## src/rtl/tmr_pkg.sv

```systemverilog
package tmr_pkg;

    localparam int COPIES = 3;

    typedef logic [COPIES-1:0] inj_t;

    // Two-of-three majority on one bit.
    function automatic logic maj3(input logic a, input logic b, input logic c);
        return (a & b) | (a & c) | (b & c);
    endfunction

    // High when the three bits are not all the same.
    function automatic logic differ3(input logic a, input logic b, input logic c);
        return (a ^ b) | (b ^ c);
    endfunction

endpackage

```

## src/rtl/tmr_cell.sv

```systemverilog
module tmr_cell #(
    parameter int              WIDTH     = 8,
    parameter logic [WIDTH-1:0] RESET_VAL = '0
) (
    input  logic             clk,
    input  logic             rst,
    input  logic [WIDTH-1:0] d,
    input  logic             flip,
    output logic [WIDTH-1:0] q
);

    logic [WIDTH-1:0] flip_word;

    assign flip_word = {WIDTH{flip}};

    always_ff @(posedge clk) begin
        if (rst) begin
            q <= RESET_VAL;
        end else begin
            q <= d ^ flip_word;
        end
    end

endmodule

```

## src/rtl/tmr_voter.sv

```systemverilog
module tmr_voter #(
    parameter int WIDTH = 8
) (
    input  logic [WIDTH-1:0] a,
    input  logic [WIDTH-1:0] b,
    input  logic [WIDTH-1:0] c,
    output logic [WIDTH-1:0] voted,
    output logic [WIDTH-1:0] disagree
);

    for (genvar i = 0; i < WIDTH; i++) begin : g_bit
        assign voted[i]    = tmr_pkg::maj3(a[i], b[i], c[i]);
        assign disagree[i] = tmr_pkg::differ3(a[i], b[i], c[i]);
    end

endmodule

```

## src/rtl/tmr_reg.sv

```systemverilog
module tmr_reg #(
    parameter int               WIDTH     = 8,
    parameter logic [WIDTH-1:0] RESET_VAL = '0
) (
    input  logic             clk,
    input  logic             rst,
    input  logic [WIDTH-1:0] d_in,
    input  logic [2:0]       inj_mask,
    output logic [WIDTH-1:0] q_out,
    output logic             mismatch
);

    import tmr_pkg::*;

    logic [WIDTH-1:0] copy_q [COPIES];
    logic [WIDTH-1:0] disagree;

    for (genvar k = 0; k < COPIES; k++) begin : g_copy
        tmr_cell #(
            .WIDTH     (WIDTH),
            .RESET_VAL (RESET_VAL)
        ) u_cell (
            .clk  (clk),
            .rst  (rst),
            .d    (d_in),
            .flip (inj_mask[k]),
            .q    (copy_q[k])
        );
    end

    tmr_voter #(.WIDTH(WIDTH)) u_voter (
        .a        (copy_q[0]),
        .b        (copy_q[1]),
        .c        (copy_q[2]),
        .voted    (q_out),
        .disagree (disagree)
    );

    assign mismatch = |disagree;

    // reset dominates injection
    p_reset_clean_r1: assert property (@(posedge clk)
        rst |=> (q_out == RESET_VAL) && !mismatch);

    // clean capture, one cycle latency
    p_clean_follow_r2: assert property (@(posedge clk) disable iff (rst)
        (inj_mask == 3'b000) |=> (q_out == $past(d_in)));

    // a single faulted copy is outvoted
    p_single_masked_r3: assert property (@(posedge clk) disable iff (rst)
        ($countones(inj_mask) == 1) |=> (q_out == $past(d_in)));

    // a faulted majority wins
    p_majority_wrong_r4: assert property (@(posedge clk) disable iff (rst)
        ($countones(inj_mask) >= 2) |=> (q_out == ~$past(d_in)));

    // flag set on partial injection
    p_flag_partial_r6: assert property (@(posedge clk) disable iff (rst)
        (($countones(inj_mask) == 1) || ($countones(inj_mask) == 2)) |=> mismatch);

    // flag clear when copies agree
    p_flag_agree_r6: assert property (@(posedge clk) disable iff (rst)
        ((inj_mask == 3'b000) || (inj_mask == 3'b111)) |=> !mismatch);

endmodule

```

## config.mk

```make
export PLATFORM = sky130hd
export DESIGN_NAME = tmr_reg
export DESIGN_NICKNAME = d
export VERILOG_FILES = /design/src/rtl/tmr_pkg.sv /design/src/rtl/tmr_cell.sv /design/src/rtl/tmr_voter.sv /design/src/rtl/tmr_reg.sv
export SDC_FILE = /design/constraint.sdc
export NUM_CORES = 1
export LEC_CHECK = 0
export BUFFER_PORTS_ARGS = -buffer_cell sky130_fd_sc_hd__buf_4
export CAP_MARGIN = 20
export CORE_ASPECT_RATIO = 1.1
export CORE_MARGIN = 10
export CORE_UTILIZATION = 45
export CTS_BUF_LIST = sky130_fd_sc_hd__clkbuf_4
export CTS_CLUSTER_SIZE = 30
export DETAILED_ROUTE_END_ITERATION = 12
export PLACE_DENSITY = 0.66
export SLEW_MARGIN = 10
export SYNTH_ARGS = -nofsm -noshare
export SYNTH_HDL_FRONTEND = slang
export SYNTH_HIERARCHICAL = 1
export SYNTH_SLANG_ARGS = --single-unit
```

## constraint.sdc

```tcl
create_clock -name clk -period 1.2 [get_ports clk]
set_clock_uncertainty 0.2 [all_clocks]
set_input_delay 0 -clock clk [delete_from_list [all_inputs] [get_ports clk]]
set_output_delay 0 -clock clk [all_outputs]
set_load 0.005 [all_outputs]
```

==> impl_metrics.ini <==
[yosys]
postSynthCellCount = 113
syn-num-nets = 142
xor_xnor_portion_of_the_synthesized_cell_area = 0.181
yosys.area.top_type = dfxtp_1
synth.distinct_cells = 10
synth-seq-cells = 24
seq_area_frac_synth = 0.413
simple_gate_portion_of_the_synthesized_area = 0.135
synth_mux_area_frac = 0
yosys.area.top_type_share = 0.413
synthAdderAreaFrac = 0.172
netlist_area_sq_mm = 0.00116
yosysWarnings = 6
synth_top_family_by_area = XOR/XNOR gates
synthesis.area_per_instance_sq_um = 10.3
synth-compound-area-share = 0.0603
synth.area.top_cells = dfxtp_1 41%, xnor2_1 18%, ha_1 17%

[hold_path]
worstHoldStart = d_in[5]
worst_case_hold_path_end_point = g_copy[2].u_cell/q[5]$_SDFF_PP0_
whs_path_depth = 4
hold_class = in2reg

[sta]
finalHoldViolCount = 0
clock.fmax_mhz = 540
slew_violations = 0
final-setup-viol-count = 9
slew_headroom = 0.850
actual_slew_at_the_worst_max_slew_pin_ns = 0.226
timing.final.ws_setup_ns = -0.650
rsz0062_at_grt = yes
period_minus_slack_ns = 1.85
finalCritPeriodShare = 1.54

[layout]
diode_insertion_count_for_antenna_repair = 0
post_route_cells_drive_above_1_share = 0.500
layout.area.seq_sq_um = 518
finalCoreUtilization = 0.683
syn_to_final_growth_pct = 46.6
nNetsFinal = 174
register_ranked_first_by_flip_flop_count = g_copy.u_cell/q
largest_registers = g_copy.u_cell/q (24)
multi_input_area_sq_um = 810
largest_register_ff_count = 24
n_fill_cell = 189

[setup_path]
timing.critical_path.cells = ha_4 > or2_4 > nor4_4 > nand2_1 > buf_6
end_kind = output pin
slowest_stage = dfxtp_2
worstPathArrival_ns = 1.65
worst_path_largest_cell_delay_ns = 0.40
path_class = reg2out
crit_path_max_fanout = 2
worst-endpoint-required_ns = 1.00
start_kind = register

[clocking]
cts_inserted_buffers = 3
clk_pin_slew_ns = 0.13
cts.sinks = 24
post_cts_buffers = 0
clk_path_buf_depth = 2
cts.root.buffer_cell = clkbuf_4
cts_tree = yes
htreeDepth = 1

[detailed_routing]
drt_iter0_markers = 33
met3_length_um = 128
drc = 0
drtAntennaViolNets = 0
highest_layer = met4
route.vias.total = 863
drt_wl_total_um = 2340
detail_route.wl_per_cell_um = 13.3
detail_route.first_pass.iterations = 4
wl_met1_um = 922
detail_route.vias_per_cell = 4.93
met2WireLength_um = 1270

[job]
cap_viol_max_count = 0

[status]
violated_checks = negative setup slack
outcome = finished with violations

[global_routing]
grt_use_total = 0.0997
grt_overflow = 0
grt_start_max_net_pins = 25
wire_length_of_the_first_global_routing_pass_um = 3950
grt_pass1_vias = 943
antenna_found_initial = 0

[floorplan]
floorplan.die_area_sq_mm = 0.00502
floorplan.core_area_sq_mm = 0.00250
chipWidth_um = 68.5
floorplan.initialDensity = 0.466
rows = 19
die_height_um = 73.3
io_pins = 22

[power]
vdd_ir_drop_max_v = 0.00121
power-per-cell-area_mw_per_mm2 = 1040
power_leakage_nw = 0.720

[place]
gp_congestion = 0.695
io_buffer_count = 21
dp_hpwl_um = 1510
dp_slack_ns = -0.404
## cells in the mapped netlist
cell,n
a211o_1,8
buf_1,3
buf_6,3
dfxtp_1,24
ha_1,16
nand2_1,1
nor2_1,24
nor4_1,2
or2_2,8
xnor2_1,24
## cell families (layout without fill, tap and decap cells)
| group | after synthesis | in the layout |
|---|---|---|
| flip-flops | 24 | 24 |
| adder cells (fa/ha/maj) | 16 | 16 |
| XOR/XNOR | 24 | 24 |
| AO/OA/AOI/OAI | 8 | 8 |
| AND/OR/NAND/NOR | 35 | 35 |
| buffers and inverters | 6 | 37 |
## report_power, final
part | internal [mW] | switching (mW)
clock network | 0.121 | 0.221
registers | 0.873 | 0.0600
logic | 0.302 | 0.196
## critical path, delay by kind of cell (launching register included)
| family | cells | cell delay (ns) |
|---|---|---|
| flip-flops | 1 | 0.40 |
| AND/OR/NAND/NOR | 3 | 0.62 |
| buffers and inverters | 1 | 0.13 |
| adder cells (fa/ha/maj) | 1 | 0.21 |
## final cells by class
class | count | area share
Timing Repair Buffer | 33 | 0.183
Clock buffer | 3 | 0.0132
Sequential cell | 24 | 0.304
Clock inverter | 1 | 0.00220
Tap cell | 31 | 0.0228
Multi-Input combinational cell | 83 | 0.475
## cells in the final DEF, fill, tap and decap left out, types with 2 or more instances in the layout
| master | netlist | layout |
|---|---|---|
| ha_1 | 16 | 2 |
| nor2_1 | 24 | 24 |
| clkbuf_4 | 0 | 3 |
| dfxtp_4 | 0 | 3 |
| buf_6 | 3 | 9 |
| nor4_4 | 0 | 2 |
| dfxtp_2 | 0 | 21 |
| ha_4 | 0 | 9 |
| ha_2 | 0 | 5 |
| buf_4 | 0 | 12 |
| or2_4 | 0 | 7 |
| dlygate4sd3_1 | 0 | 12 |
| a211o_1 | 8 | 8 |
| xnor2_1 | 24 | 24 |
## metal layers
layer / vias up / track usage
li1: 433 / -
met1: 413 / 0.109
met2: 15 / 0.173
met3: 2 / 0.0380
met4: 0 / 0.0268
met5: - / 0
## stage by stage
step / cell area (sq um) / total power, mW / setup TNS (ns) / hold WS [ns] / std cells
after global placement: 1320 / 1.27 / -0.396 / 0.0668 / 159
after detailed placement: 1320 / 1.28 / -0.404 / 0.0709 / 159
after CTS: 1600 / 1.73 / -2.44 / 0.286 / 175
final: 1700 / 1.77 / -2.35 / 0.304 / 175
after global routing: 1700 / 1.89 / -2.85 / 0.310 / 175
after floorplan: 1170 / 1.16 / -0.144 / -0.0632 / 113
## how the worst max path moves through the flow
| stage | start | end | slack (ns) |
|---|---|---|---|
| after global placement | g_copy[1].u_cell/q[3]$_SDFF_PP0_ | mismatch | -0.40 |
| after CTS | g_copy[2].u_cell/q[6]$_SDFF_PP0_ | mismatch | -0.66 |
| final | g_copy[1].u_cell/q[0]$_SDFF_PP0_ | mismatch | -0.65 |
| after detailed placement | g_copy[1].u_cell/q[3]$_SDFF_PP0_ | mismatch | -0.40 |
| after floorplan | g_copy[0].u_cell/q[2]$_SDFF_PP0_ | mismatch | -0.14 |
| after global routing | g_copy[1].u_cell/q[0]$_SDFF_PP0_ | mismatch | -0.74 |
## timing repair
action                     CTS  global route
gates resized for setup     43            17
hold buffers                12             0
setup endpoints to repair    9             9
pin swaps                   16            11
hold endpoints to repair    24             0
No activity file was read; power rests on OpenSTA's default activity.
